**src/rtl/trq_pkg.sv**
```systemverilog
package trq_pkg;

  localparam int unsigned TRQ_NPROC_DEF = 4;
  localparam int unsigned TRQ_DEPTH_DEF = 4;
  localparam int unsigned TRQ_DATA_DEF  = 32;
  localparam int unsigned TRQ_REGW_DEF  = 5;

  // neighbour index on the ring
  function automatic int unsigned ring_prev(input int unsigned k, input int unsigned n);
    return (k == 0) ? n - 1 : k - 1;
  endfunction

  function automatic int unsigned ring_next(input int unsigned k, input int unsigned n);
    return (k == n - 1) ? 0 : k + 1;
  endfunction

endpackage

```
**src/rtl/trq_fifo.sv**
```systemverilog
module trq_fifo #(
  parameter int unsigned DEPTH  = 4,
  parameter int unsigned DATA_W = 32
) (
  input  logic              clk,
  input  logic              rst,
  input  logic              clr,
  input  logic              push,
  input  logic              pop,
  input  logic [DATA_W-1:0] wdata,
  output logic [DATA_W-1:0] rdata,
  output logic              empty_o,
  output logic              full_o
);

  localparam int unsigned PW = (DEPTH > 1) ? $clog2(DEPTH) : 1;
  localparam int unsigned CW = $clog2(DEPTH + 1);
  localparam logic [CW-1:0] CNT_FULL = CW'(DEPTH);
  localparam logic [PW-1:0] PTR_LAST = PW'(DEPTH - 1);

  logic [DATA_W-1:0] store [DEPTH];
  logic [PW-1:0]     wptr, rptr;
  logic [CW-1:0]     cnt, cnt_nxt;

  function automatic logic [PW-1:0] bump(input logic [PW-1:0] p);
    return (p == PTR_LAST) ? '0 : p + 1'b1;
  endfunction

  always_comb begin
    cnt_nxt = cnt;
    if (push && !pop)      cnt_nxt = cnt + 1'b1;
    else if (pop && !push) cnt_nxt = cnt - 1'b1;
  end

  // storage without reset so it maps onto RAM
  always_ff @(posedge clk) begin
    if (push) store[wptr] <= wdata;
  end

  always_ff @(posedge clk) begin
    if (pop) rdata <= store[rptr];
  end

  always_ff @(posedge clk) begin
    if (rst || clr) begin
      wptr    <= '0;
      rptr    <= '0;
      cnt     <= '0;
      empty_o <= 1'b1;
      full_o  <= 1'b0;
    end else begin
      if (push) wptr <= bump(wptr);
      if (pop)  rptr <= bump(rptr);
      cnt     <= cnt_nxt;
      empty_o <= (cnt_nxt == '0);
      full_o  <= (cnt_nxt == CNT_FULL);
    end
  end

  AST_NO_OVERFLOW: assert property (@(posedge clk) disable iff (rst) push |-> !full_o);
  AST_NO_UNDERFLOW: assert property (@(posedge clk) disable iff (rst) pop |-> !empty_o);
  AST_FLAGS_EXCLUSIVE: assert property (@(posedge clk) disable iff (rst) !(empty_o && full_o));
  AST_CLEAR_EMPTIES: assert property (@(posedge clk) disable iff (rst) clr |=> (empty_o && !full_o));
  AST_PUSHPOP_STEADY: assert property (@(posedge clk) disable iff (rst) (push && pop && !clr) |=> $stable(cnt));

endmodule

```
**src/rtl/trq_port.sv**
```systemverilog
module trq_port #(
  parameter int unsigned         REG_W  = 5,
  parameter logic [REG_W-1:0]    RX_REG = 5'd30,
  parameter logic [REG_W-1:0]    TX_REG = 5'd31
) (
  input  logic             clk,
  input  logic             rst,
  input  logic             mode_on_i,
  input  logic             mode_off_i,
  input  logic             rd_valid_i,
  input  logic [REG_W-1:0] rd_reg_i,
  input  logic             wr_valid_i,
  input  logic [REG_W-1:0] wr_reg_i,
  input  logic             in_empty_i,
  input  logic             out_full_i,
  output logic             pop_o,
  output logic             push_o,
  output logic             mode_o,
  output logic             rd_queue_o,
  output logic             rd_stall_o,
  output logic             wr_queue_o,
  output logic             wr_stall_o
);

  logic mode_q;
  logic hit_rd, hit_wr;

  assign hit_rd = mode_q && rd_valid_i && (rd_reg_i == RX_REG);
  assign hit_wr = mode_q && wr_valid_i && (wr_reg_i == TX_REG);

  // full/empty flags act as the interlock
  assign pop_o  = hit_rd && !in_empty_i;
  assign push_o = hit_wr && !out_full_i;
  assign mode_o = mode_q;

  always_ff @(posedge clk) begin
    if (rst) begin
      mode_q     <= 1'b0;
      rd_queue_o <= 1'b0;
      rd_stall_o <= 1'b0;
      wr_queue_o <= 1'b0;
      wr_stall_o <= 1'b0;
    end else begin
      if (mode_off_i)     mode_q <= 1'b0;
      else if (mode_on_i) mode_q <= 1'b1;
      rd_queue_o <= hit_rd;
      rd_stall_o <= hit_rd && in_empty_i;
      wr_queue_o <= hit_wr;
      wr_stall_o <= hit_wr && out_full_i;
    end
  end

  AST_BANK_WHEN_OFF: assert property (@(posedge clk) disable iff (rst) !mode_q |=> (!rd_queue_o && !wr_queue_o));
  AST_RD_STALL_ON_EMPTY: assert property (@(posedge clk) disable iff (rst) rd_stall_o |-> $past(in_empty_i));
  AST_WR_STALL_ON_FULL: assert property (@(posedge clk) disable iff (rst) wr_stall_o |-> $past(out_full_i));

endmodule

```
**src/rtl/thread_ring_queues.sv**
```systemverilog
module thread_ring_queues #(
  parameter int unsigned      N_PROC = trq_pkg::TRQ_NPROC_DEF,
  parameter int unsigned      DEPTH  = trq_pkg::TRQ_DEPTH_DEF,
  parameter int unsigned      DATA_W = trq_pkg::TRQ_DATA_DEF,
  parameter int unsigned      REG_W  = trq_pkg::TRQ_REGW_DEF,
  parameter logic [REG_W-1:0] RX_REG = 5'd30,
  parameter logic [REG_W-1:0] TX_REG = 5'd31
) (
  input  logic                     clk,
  input  logic                     rst,
  input  logic [N_PROC-1:0]        mode_on_i,
  input  logic [N_PROC-1:0]        mode_off_i,
  input  logic [N_PROC-1:0]        rd_valid_i,
  input  logic [N_PROC*REG_W-1:0]  rd_reg_i,
  input  logic [N_PROC-1:0]        wr_valid_i,
  input  logic [N_PROC*REG_W-1:0]  wr_reg_i,
  input  logic [N_PROC*DATA_W-1:0] wr_data_i,
  output logic [N_PROC-1:0]        mode_o,
  output logic [N_PROC-1:0]        rd_queue_o,
  output logic [N_PROC-1:0]        rd_stall_o,
  output logic [N_PROC*DATA_W-1:0] rd_data_o,
  output logic [N_PROC-1:0]        wr_queue_o,
  output logic [N_PROC-1:0]        wr_stall_o,
  output logic [N_PROC-1:0]        q_empty_o,
  output logic [N_PROC-1:0]        q_full_o
);

  logic [N_PROC-1:0] pop_w;   // indexed by reading processor
  logic [N_PROC-1:0] push_w;  // indexed by writing processor / queue

  for (genvar k = 0; k < N_PROC; k++) begin : g_node
    localparam int unsigned PRV = trq_pkg::ring_prev(k, N_PROC);
    localparam int unsigned NXT = trq_pkg::ring_next(k, N_PROC);

    // queue k: written by processor k, read by processor NXT
    trq_fifo #(
      .DEPTH  (DEPTH),
      .DATA_W (DATA_W)
    ) u_fifo (
      .clk     (clk),
      .rst     (rst),
      .clr     (mode_off_i[k]),
      .push    (push_w[k]),
      .pop     (pop_w[NXT]),
      .wdata   (wr_data_i[k*DATA_W +: DATA_W]),
      .rdata   (rd_data_o[NXT*DATA_W +: DATA_W]),
      .empty_o (q_empty_o[k]),
      .full_o  (q_full_o[k])
    );

    trq_port #(
      .REG_W  (REG_W),
      .RX_REG (RX_REG),
      .TX_REG (TX_REG)
    ) u_port (
      .clk        (clk),
      .rst        (rst),
      .mode_on_i  (mode_on_i[k]),
      .mode_off_i (mode_off_i[k]),
      .rd_valid_i (rd_valid_i[k]),
      .rd_reg_i   (rd_reg_i[k*REG_W +: REG_W]),
      .wr_valid_i (wr_valid_i[k]),
      .wr_reg_i   (wr_reg_i[k*REG_W +: REG_W]),
      .in_empty_i (q_empty_o[PRV]),
      .out_full_i (q_full_o[k]),
      .pop_o      (pop_w[k]),
      .push_o     (push_w[k]),
      .mode_o     (mode_o[k]),
      .rd_queue_o (rd_queue_o[k]),
      .rd_stall_o (rd_stall_o[k]),
      .wr_queue_o (wr_queue_o[k]),
      .wr_stall_o (wr_stall_o[k])
    );
  end

endmodule

```
**config.mk**
```make
export PLATFORM = sky130hd
export DESIGN_NAME = thread_ring_queues
export DESIGN_NICKNAME = d
export VERILOG_FILES = /design/src/rtl/trq_pkg.sv /design/src/rtl/trq_fifo.sv /design/src/rtl/trq_port.sv /design/src/rtl/thread_ring_queues.sv
export SDC_FILE = /design/constraint.sdc
export NUM_CORES = 1
export LEC_CHECK = 0
export ABC_CLOCK_PERIOD_IN_PS = 5150
export BUFFER_PORTS_ARGS = -buffer_cell sky130_fd_sc_hd__buf_2
export CORE_UTILIZATION = 55
export CTS_BUF_LIST = sky130_fd_sc_hd__clkbuf_4 sky130_fd_sc_hd__clkbuf_8 sky130_fd_sc_hd__clkbuf_16
export CTS_CLUSTER_SIZE = 12
export DETAILED_ROUTE_END_ITERATION = 7
export HOLD_SLACK_MARGIN = 0.03
export PLACE_DENSITY = 0.77
export SETUP_SLACK_MARGIN = 0.02
export SLEW_MARGIN = 25
export SYNTH_ARGS = -nofsm -noshare
export SYNTH_HDL_FRONTEND = slang
export SYNTH_SLANG_ARGS = --single-unit
```
**constraint.sdc**
```tcl
create_clock -name clk -period 5.15 [get_ports clk]
set_input_delay 1.03 -clock clk [delete_from_list [all_inputs] [get_ports clk]]
set_output_delay 1.03 -clock clk [all_outputs]
set_load 0.02 [all_outputs]
```
* After elaboration in Yosys (flattened, before gate mapping)
Memory sizes are Yosys's and may differ from the RTL's. A register that Yosys moved wholly into a read port is not among the register bits.
Index checks and enable logic that the tools add are counted.
W data, S select, Z words.
** Cells by class
- $add $sub $neg :: 16
- Eq/ne operators :: 20
- Mux-type cells :: 24
- Reduce and logical (&&, ||, !) cells :: 68
** Operators with widths (number)
- $eq A5 B5 Y1 const B :: 8
- $logic_and A1 B1 Y1 :: 40
- $mux W3 :: 8
- $add A2 B1 Y2 const B :: 8
- $eq A2 B2 Y1 const B :: 8
- $logic_not A1 Y1 :: 16
- $mux W2 :: 8
- $add A3 B1 Y3 const B :: 4
- $eq A3 B3 Y1 const B :: 4
- $logic_not A3 Y1 :: 4
- $sub A3 B1 Y3 const B :: 4
- $mux W1 :: 8
- $reduce_or A2 Y1 :: 4
- $logic_or A1 B1 Y1 :: 4
** Word-level totals
- Register bits :: 56
- Memory bits (writable) :: 512
- Input port bits :: 186
- Output and inout port bits :: 156
- Logic and storage cells :: 172
- Memories :: 4
** Memory list
- g_node[0].u_fifo.store :: depth 4, bits a word 32, read ports 1, clocked after memory_dff 1, wr ports 1, RTL line trq_fifo.sv:21 : logic [DATA_W-1:0] store [DEPTH];
- g_node[1].u_fifo.store :: depth 4, bits a word 32, read ports 1, clocked after memory_dff 1, wr ports 1, RTL line trq_fifo.sv:21
- g_node[2].u_fifo.store :: depth 4, bits a word 32, read ports 1, clocked after memory_dff 1, wr ports 1, RTL line trq_fifo.sv:21
- g_node[3].u_fifo.store :: depth 4, bits a word 32, read ports 1, clocked after memory_dff 1, wr ports 1, RTL line trq_fifo.sv:21

* Logic depth before layout (Yosys ltp)
Gate-level depths: netlist of the first run.
- Depth in word-level cells :: 8
- Gate-level depth with buffers :: 8
- Gate-level depth less buffers :: 7

* Cells and area by module
Synthesis of the first run repeated with hierarchy kept, for this count alone.
** Second synthesis, totals
- Cells, all modules :: 1120
- Area, all modules :: 25324.3 um2
** By module, submodules not included
- trq_fifo :: times used 4, cells an instance 261, area an instance 6109.6 um2, seq. area each 4984.8 um2
- trq_port :: times used 4, cells an instance 19, area an instance 221.5 um2, seq. area each 100.1 um2

* Least setup slack after synthesis of the first run
Ideal clock, no wire load.
- Kind :: in2reg
- Start point :: in rd_reg_i[19]
- End point :: reg g_node[2].u_fifo.full_o
- Setup time :: 80 ps
- Arrival time :: 3250 ps
- Required time :: 5070 ps
- Setup slack :: 1820 ps
- Stages :: 6
- Buffers on the path :: 0
- Cell sequence :: nand4_1 -> nor4_4 -> and2b_1 -> a22oi_1 -> xnor2_1 -> nor3b_1
** Between the ends
- Cells in the longest elaborated chain, start to end :: 7
- Elaborated cells between the ends (all ways) :: 9
- Those cells by class :: eq/ne: 2; mux: 2; reduce/logical: 5
** RTL lines
- start: declaration :: RTL line thread_ring_queues.sv:14 : input logic [N_PROC*REG_W-1:0] rd_reg_i,
- $eq A5 B5 Y1 (*) :: RTL line trq_port.sv:28 : assign hit_rd = mode_q && rd_valid_i && (rd_reg_i == RX_REG);
- $logic_and A1 B1 Y1 (*) :: RTL line trq_port.sv:28
- $logic_and A1 B1 Y1 (*) :: RTL line trq_port.sv:32 : assign pop_o = hit_rd && !in_empty_i;
- net g_node[2].u_fifo.pop :: RTL line trq_fifo.sv:9 : input logic pop,
- $logic_and A1 B1 Y1 or $logic_not A1 Y1 (tied branches) :: RTL line trq_fifo.sv:32, trq_fifo.sv:31
- $mux W3 or $logic_and A1 B1 Y1 (tied branches) :: RTL line trq_fifo.sv:32, trq_fifo.sv:31
- $mux W3 (*) :: RTL line trq_fifo.sv:31 : if (push && !pop) cnt_nxt = cnt + 1'b1;
- $eq A3 B3 Y1 (*) :: RTL line trq_fifo.sv:56 : full_o <= (cnt_nxt == CNT_FULL);
- end signal: assignment :: RTL line trq_fifo.sv:56
- end: declaration :: RTL line trq_fifo.sv:13 : output logic full_o
Mark *: on every way through the listed nets, which the timed path passes. The rest lies on a longest branch.
A chain may end at the register's enable or synchronous reset.

* Final worst setup path of the first run
- Start point :: in wr_reg_i[4]
- End point :: mem g_node[0].u_fifo.store[1][18] (enable)
** Between the ends
- Cells in the longest elaborated chain, start to end :: 5
** RTL lines
- start: declaration :: RTL line thread_ring_queues.sv:16 : input logic [N_PROC*REG_W-1:0] wr_reg_i,
- $eq A5 B5 Y1 :: RTL line trq_port.sv:29 : assign hit_wr = mode_q && wr_valid_i && (wr_reg_i == TX_REG);
- $logic_and A1 B1 Y1 :: RTL line trq_port.sv:29
- $logic_and A1 B1 Y1 :: RTL line trq_port.sv:33 : assign push_o = hit_wr && !out_full_i;
- $mux W1 :: RTL line trq_fifo.sv:37 : if (push) store[wptr] <= wdata;
- $mux W1 (implied by the code) :: RTL line trq_fifo.sv:37
- end: declaration :: RTL line trq_fifo.sv:21
No other way between the ends.

==> impl_results.md, run 1 <==
* Outcome: complete, but fails checks
* Violated checks: DRC
* Clk buf depth at 3
* Worst setup margin at 2.38 ns
* First-pass GRT wire length at 71900 um
* Flops & latches, synth at 696
* Place WS at 1.74 ns
* Unique masters post-synth at 42
* Worst EP arrival at 3.04 ns
* Initial DRC Count at 712
* Clock-pin slew on the worst setup and hold paths at 0.06 ns
* Combinational share of power at 1.2%
* Number of core rows at 78
* Ranking of synthesized cells by area: edfxtp_1 76%, mux4_2 11%, dfxtp_1 4.4%, ha_1 1.4%, buf_4 0.83%
* Worst vdd ir at 0.359 mV
* Sequential share of power at 54.3%
* Drt total wl at 48000 um
* Gate Count Post-Synth at 1128
* Yosys warns at 0
* Leakage at 0.0101 uW
* Number of flops mapped to enable cells by yosys at 640
* Syn_area_per_cell at 22.3 um2
* Global route overflow at 0
* Final period util at 53.9%
* CTS tree: done
* P&R area growth vs syn at 18.5%
* Port Buffer Count at 341
* Hold Path End: g_node[0].u_port.rd_stall_o
* Placer congestion estimate at 0.754
* CP delay by family, top: simple AND/OR/NAND/NOR gates
* Reg2Reg Depth at 4
* Int Power at 9260 uW
* RSZ-0062 raised after global routing: no
* Layout filler cell count at 2929
* Remaining antenna violation count at 0
* Fin Clk Skew at 0.0168 ns
* Setup Total Neg Slack at 0 ns
* Crit path cell chain: buf_2 > nand4_1 > nor3_2 > and2_1 > buf_4
* Initial Util at 55.7%
* Post-DP HPWL at 29700 um
* Area of the multi-input gates at 4400 um2
* Worst Hold Launch: g_node[3].u_fifo.empty_o
* GRT Total Usage at 20.9%
* CTS sink cnt at 696
* Core Util, Final at 65.9%
* Die Ht at 216 um
* Synth top area share at 76.3%
* Core ar. at 45300 um2
* WS Path Type: input pin to flip-flop
* FFs w/ async S/R, synth at 0%
* Initial antenna violation count at 9
* CTS Hold Bufs at 0
* Mapped Nets at 1342
* Root buffer cell: clkbuf_16
* Mapped cell area at 25200 um2
* Sw Ratio at 18.2%
* DIE AREA at 46700 um2
* Startpoint types: input pin
* Layout net count at 1717
* DR vias at 11900
* Postcts setup bufs at 0
* Pin count of the biggest net entering global routing at 36
* Crit path max fanout at 19
* Share of layout cells above drive strength 1 at 41.6%
* Cell type with the largest total area after synthesis: edfxtp_1
* Vias in the first global route at 12400
* DR WL/cell at 22.2 um
* Max-slew headroom at 37.3%
* I/O pins at 342
* Max stage delay on crit path at 0.70 ns
* Fmax at 360 MHz
* Seq/Total Area, Yosys at 80.7%
* Clk pwr share at 44.5%
* Worst-Margin Slew at 0.940 ns
* Post-CTS resize count at 0
* Worst hold stages at 1
* Bufs and invs on worst path at 2
* Period minus WS final at 2.77 ns
* Hold Vio Cnt, Final at 0
* Critical Path End Type: flip-flop
* Slowest library cell on the worst path: and2_1
* Required @ worst endpoint at 5.42 ns
* Synth Flop Type: edfxtp_1
* Storage cell area at 20300 um2
* H-Tree Depth at 3
* CTS buffer count at 72
* RR Endpoint: g_node[0].u_fifo.store[1][18]
* Later-pin clock latency in the skew report at 0.60 ns
* Post-route DRC at 4
* Pre-Repair DR Iteration Count at 8
* Pwr Density at 380 nW/um2
* Max-slew violation total from the final report at 0
* Final setup vio count at 0
* Max Cap Violations at 0
* Sw power at 2070 uW
* Die X at 216 um
* Vias per cell at 5.52
* Reg2Reg Setup Slack at 2.57 ns
* Hold Path Class: flip-flop to flip-flop
* Worst r2r src: g_node[0].u_port.mode_o
per-stage QoR:
| stage | total power (uW) | area, um2 | std cells | hold WS (ns) |
|---|---|---|---|---|
| 4_1_cts | 11500 | 29800 | 2157 | 0.489 |
| 3_5_place_dp | 6410 | 27500 | 2029 | 0.468 |
| 2_1_floorplan | 6290 | 25200 | 1128 | 0.449 |
| 5_1_grt | 11700 | 29800 | 2159 | 0.512 |
| 6_report | 11300 | 29900 | 2165 | 0.484 |
| 3_3_place_gp | 6400 | 27500 | 2029 | 0.466 |
per-layer routing:
layer	track usage, %	vias to the layer above	share of wire [%]
met5	0	-	0.10
met4	8.57	8	2.7
met3	5.33	84	7.2
met2	34.8	447	51
met1	26.2	6086	39
li1	-	5316	-
cell usage after synthesis, types with 2 or more instances:
master / n
xnor2_1: 7
a22oi_2: 3
mux2i_1: 8
inv_1: 19
buf_2: 13
and2_4: 2
and2_1: 27
or4_1: 3
nor2_1: 35
o21ai_1: 2
dfxtp_1: 56
o21ai_0: 6
clkbuf_1: 24
nor2_4: 2
nand3_1: 8
a211oi_1: 5
buf_4: 28
nor4_1: 5
nand4_1: 9
ha_1: 28
a21oi_1: 14
nand2_1: 17
nor3_2: 4
edfxtp_1: 640
nor3b_1: 3
or3_1: 2
buf_6: 2
or2_2: 4
a311oi_1: 3
mux4_2: 128
mux2_2: 3
nor3_1: 8
logic make-up (layout without fill, tap and decap cells):
group                      count (synthesis)  in the layout  share of synthesized area [%]
buffers and inverters                     88            517                           1.85
and+or+nand+nor                          135            135                           3.01
DFF                                      696            696                           80.7
AOI/OAI and AO/OA                         35             35                          0.904
xor gates and xnor gates                   7              7                          0.243
muxes                                    139            139                           11.9
adders and majority gates                 28             28                           1.39
other                                      0              8                              0
sequential cells by signal, indices dropped and copies added (netlist names), 8 cells and up:
name	flops
g_node.u_fifo.rptr	8
g_node.u_fifo.rdata	128
g_node.u_fifo.cnt	12
g_node.u_fifo.wptr	8
g_node.u_fifo.store	512
worst max path at each step:
stage            startpoint                       endpoint  slack, ns  cells after the start
4_1_cts         wr_reg_i[4]  g_node[0].u_fifo.store[2][20]       2.41                      5
6_report        wr_reg_i[4]  g_node[0].u_fifo.store[1][18]       2.38                      5
5_1_grt         wr_reg_i[2]  g_node[0].u_fifo.store[1][15]       2.25                      5
3_3_place_gp    wr_reg_i[4]  g_node[0].u_fifo.store[1][14]       1.85                      5
3_5_place_dp    wr_reg_i[4]  g_node[0].u_fifo.store[1][15]       1.74                      5
2_1_floorplan  rd_reg_i[19]        g_node[2].u_fifo.full_o       1.82                      6
area by class of cell:
cell class | instances | share of cell area, %
Clock buffer | 114 | 7.43
Inverter | 20 | 0.251
Multi-Input combinational cell | 344 | 14.7
Sequential cell | 696 | 68.1
Timing Repair Buffer | 369 | 6.46
Tap cell | 600 | 2.51
Clock inverter | 14 | 0.423
Antenna cell | 8 | 0.0670
power groups by stage:
| stage | Sequential (uW) | Clock [uW] | Combinational (uW) |
|---|---|---|---|
| floorplan | 6270 | 0 | 18.0 |
| global placement | 6270 | 0 | 126 |
| detailed placement | 6270 | 0 | 136 |
| CTS | 6150 | 5160 | 137 |
| global route | 6150 | 5360 | 150 |
| finish | 6150 | 5040 | 137 |
cell usage in the layout (no fill, tap or decap), drive strengths merged:
cell type,n
clkbuf,114
a211oi,5
a21oi,14
nor4,7
buf,369
a22oi,4
and2,29
mux4,128
nand4b,1
xnor2,7
or4,3
nor3,12
mux2i,8
mux2,3
nor2,37
bufinv,2
or3,2
dfxtp,56
clkinv,10
nand2b,1
inv,22
a311oi,3
nor2b,1
nand2,17
or2,4
ha,28
o21ai,8
diode,8
a211o,1
nor3b,3
and2b,1
nand4,9
nand3,8
edfxtp,640
(Power assumes the default switching activity.)
==> run 2: changes to the inputs <==
--- a/config.mk
+++ b/config.mk
@@ -5,14 +5,14 @@
 export SDC_FILE = /design/constraint.sdc
 export NUM_CORES = 1
 export LEC_CHECK = 0
-export ABC_CLOCK_PERIOD_IN_PS = 5150
+export ABC_CLOCK_PERIOD_IN_PS = 2400
 export BUFFER_PORTS_ARGS = -buffer_cell sky130_fd_sc_hd__buf_2
-export CORE_UTILIZATION = 55
+export CORE_UTILIZATION = 51
 export CTS_BUF_LIST = sky130_fd_sc_hd__clkbuf_4 sky130_fd_sc_hd__clkbuf_8 sky130_fd_sc_hd__clkbuf_16
 export CTS_CLUSTER_SIZE = 12
 export DETAILED_ROUTE_END_ITERATION = 7
 export HOLD_SLACK_MARGIN = 0.03
-export PLACE_DENSITY = 0.77
+export PLACE_DENSITY = 0.75
 export SETUP_SLACK_MARGIN = 0.02
 export SLEW_MARGIN = 25
 export SYNTH_ARGS = -nofsm -noshare
==> constraint.sdc (replaced) <==
create_clock -name clk -period 2.4 [get_ports clk]
set_input_delay 0.48 -clock clk [delete_from_list [all_inputs] [get_ports clk]]
set_output_delay 0.48 -clock clk [all_outputs]
set_load 0.02 [all_outputs]
==> run 2 against run 1 <==
Largest cell class unchanged. Count of clock-buffer cells in the layout shrank 2. Largest power group unchanged. Critical path type is now flip-flop to flip-flop. Worst hold slack got worse by 0.39 ns. Register-to-register slack worse by 2.1 ns. First-iteration DRC count grew 5.9%. Global-route usage decreased by 1.5 points. Design area grew 1.7%. Sequential power up 110%. Clock power grew 120%. Highest routed layer unchanged. Critical path depth grew 2. The run now ends clean.
==> impl_results.md, run 2 (synthesis results as in run 1) <==
* Outcome: complete, no violations
* Number of core rows at 81
* DIE AREA at 50300 um2
* Final setup vio count at 0
* Max FFs per register at 512
* Crit path max fanout at 9
* Startpoint types: flip-flop
* Non-filler cells in the finished layout at 2237
* Worst vdd ir at 0.708 mV
* Max-slew violation total from the final report at 0
* Clock-pin slew on the worst setup and hold paths at 0.06 ns
* Pre-Repair DR Iteration Count at 6
* Drt total wl at 47900 um
* Fin Hold WS at 0.0986 ns
* CTS Hold Bufs at 0
* Most used routing layer: met2
* Fin Clk Skew at 0.0148 ns
* Clk buf depth at 3
* Core ar. at 48800 um2
* Fmax at 506 MHz
* WS Path Type: flip-flop to flip-flop
* Die X at 224 um
* Root buffer cell: clkbuf_16
* Slowest library cell on the worst path: or4_1
* Place WS at -0.0332 ns
* Bufs and invs on worst path at 1
* Cell mode on critical path: nand2_1
* Reg with most FFs: g_node.u_fifo.store
* Met3 Use GR at 5.08%
* Share of layout cells above drive strength 1 at 42.0%
* GRT Total Usage at 19.3%
* Max Cap Violations at 0
* Initial DRC Count at 754
* Initial Util at 51.6%
* CTS buffer count at 72
* DR WL/cell at 21.4 um
* Dpl cells at 2105
* Most common cell after layout, fill and taps aside: edfxtp_1
* I/O pins at 342
* Layout filler cell count at 3367
* Met1 Use GR at 25.0%
* Max stage delay on crit path at 0.62 ns
* Met2 GRT Util at 31.6%
* Later-pin clock latency in the skew report at 0.58 ns
* Post-CTS resize count at 0
* First-pass GRT wire length at 71900 um
* Vias in the first global route at 12300
* Post-DP HPWL at 29900 um
* RSZ-0062 raised after global routing: no
* Final period util at 82.3%
* DR vias at 12000
* Hold Vio Cnt, Final at 0
* Hold Path Class: input pin to flip-flop
* CTS sink cnt at 696
* Post-route DRC at 0
* P&R area growth vs syn at 20.5%
* Top flop regs: g_node.u_fifo.store x512, g_node.u_fifo.rdata x128, g_node.u_fifo.cnt x12
* Crit path cell chain: nand2_1 > or4_1 > inv_2 > nand3_1 > a211o_1 > nand2_1 > nor3_1
* Port Buffer Count at 341
* Worst EP arrival at 2.43 ns
* Critical Path End Type: flip-flop
* Commonest cells after routing, fill and taps aside: 640 x edfxtp_1, 341 x buf_2, 128 x mux4_2, 74 x clkbuf_16, 52 x dfxtp_1
* Period minus WS final at 1.97 ns
* Global route overflow at 0
* Initial antenna violation count at 8
* CP delay by family, top: simple AND/OR/NAND/NOR gates
* Storage cell area at 20300 um2
* Worst setup margin at 0.425 ns
* Layout net count at 1729
* Vias per cell at 5.36
* Placer congestion estimate at 0.732
* Max-slew headroom at 55.6%
* Die Ht at 224 um
* CTS tree: done
* Remaining antenna violation count at 0
* H-Tree Depth at 3
* Area of the multi-input gates at 4400 um2
* Postcts setup bufs at 0
* Pwr Density at 806 nW/um2
* Pin count of the biggest net entering global routing at 36
* Worst-Margin Slew at 0.660 ns
* Required @ worst endpoint at 2.85 ns
* Leakage at 0.0103 uW
## run 2: changes by cell type in the layout (fill, tap and decap cells not counted), moves of 2 or more
cell       delta
buf_12       +25
buf_4        -13
bufinv_16     +3
clkbuf_16     -3
clkbuf_8      +2
clkinv_1      -2
clkinv_2      -4
## run 2: worst paths after layout
kind / startpoint / end / slack, ns / cells after the start
setup / recovery: g_node[1].u_port.mode_o / g_node[0].u_fifo.empty_o / 0.43 / 7
hold / removal: rd_reg_i[10] / g_node[2].u_port.rd_queue_o / 0.1 / 2
setup reg to reg: g_node[1].u_port.mode_o / g_node[0].u_fifo.empty_o / 0.43 / 7
hold reg to reg: g_node[0].u_fifo.wptr[1] / g_node[0].u_fifo.wptr[1] / 0.50 / 2
## run 2: metrics by stage
step	power, uW	util (%)	cell area (um2)	setup TNS (ns)
after global routing	25200	62.1	30300	0
after floorplan	13500	-	25200	-1.55
final	24500	62.2	30400	0
after CTS	24700	62.1	30300	0
after global placement	13700	57.3	28000	0
after detailed placement	13700	57.3	28000	-0.0332
## run 2: report_power, final
group	switching (uW)	internal (uW)
Combinational	170	124
Sequential	5.29	13200
Clock	4230	6740
## run 2: layer usage
metal	part of all wire [%]	up-vias
li1	-	5357
met1	41	6192
met2	50	362
met3	6.5	68
met4	2.4	6
met5	0.077	-
## run 2: worst register-to-register path: stages (launching register included)
cell	delay (ns)
dfxtp_1	0.36
nand2_1	0.16
or4_1	0.62
inv_2	0.18
nand3_1	0.11
a211o_1	0.28
nand2_1	0.09
nor3_1	0.05
## run 2: cell type report
class                   instances  area share, %
multi-input cells             344           14.5
repair buffers                381           7.68
well taps                     664           2.74
clock buffers                 112           7.12
diodes                          8         0.0659
flip-flops and latches        696           67.0
clock inverters                12          0.672
inverters                      20          0.247
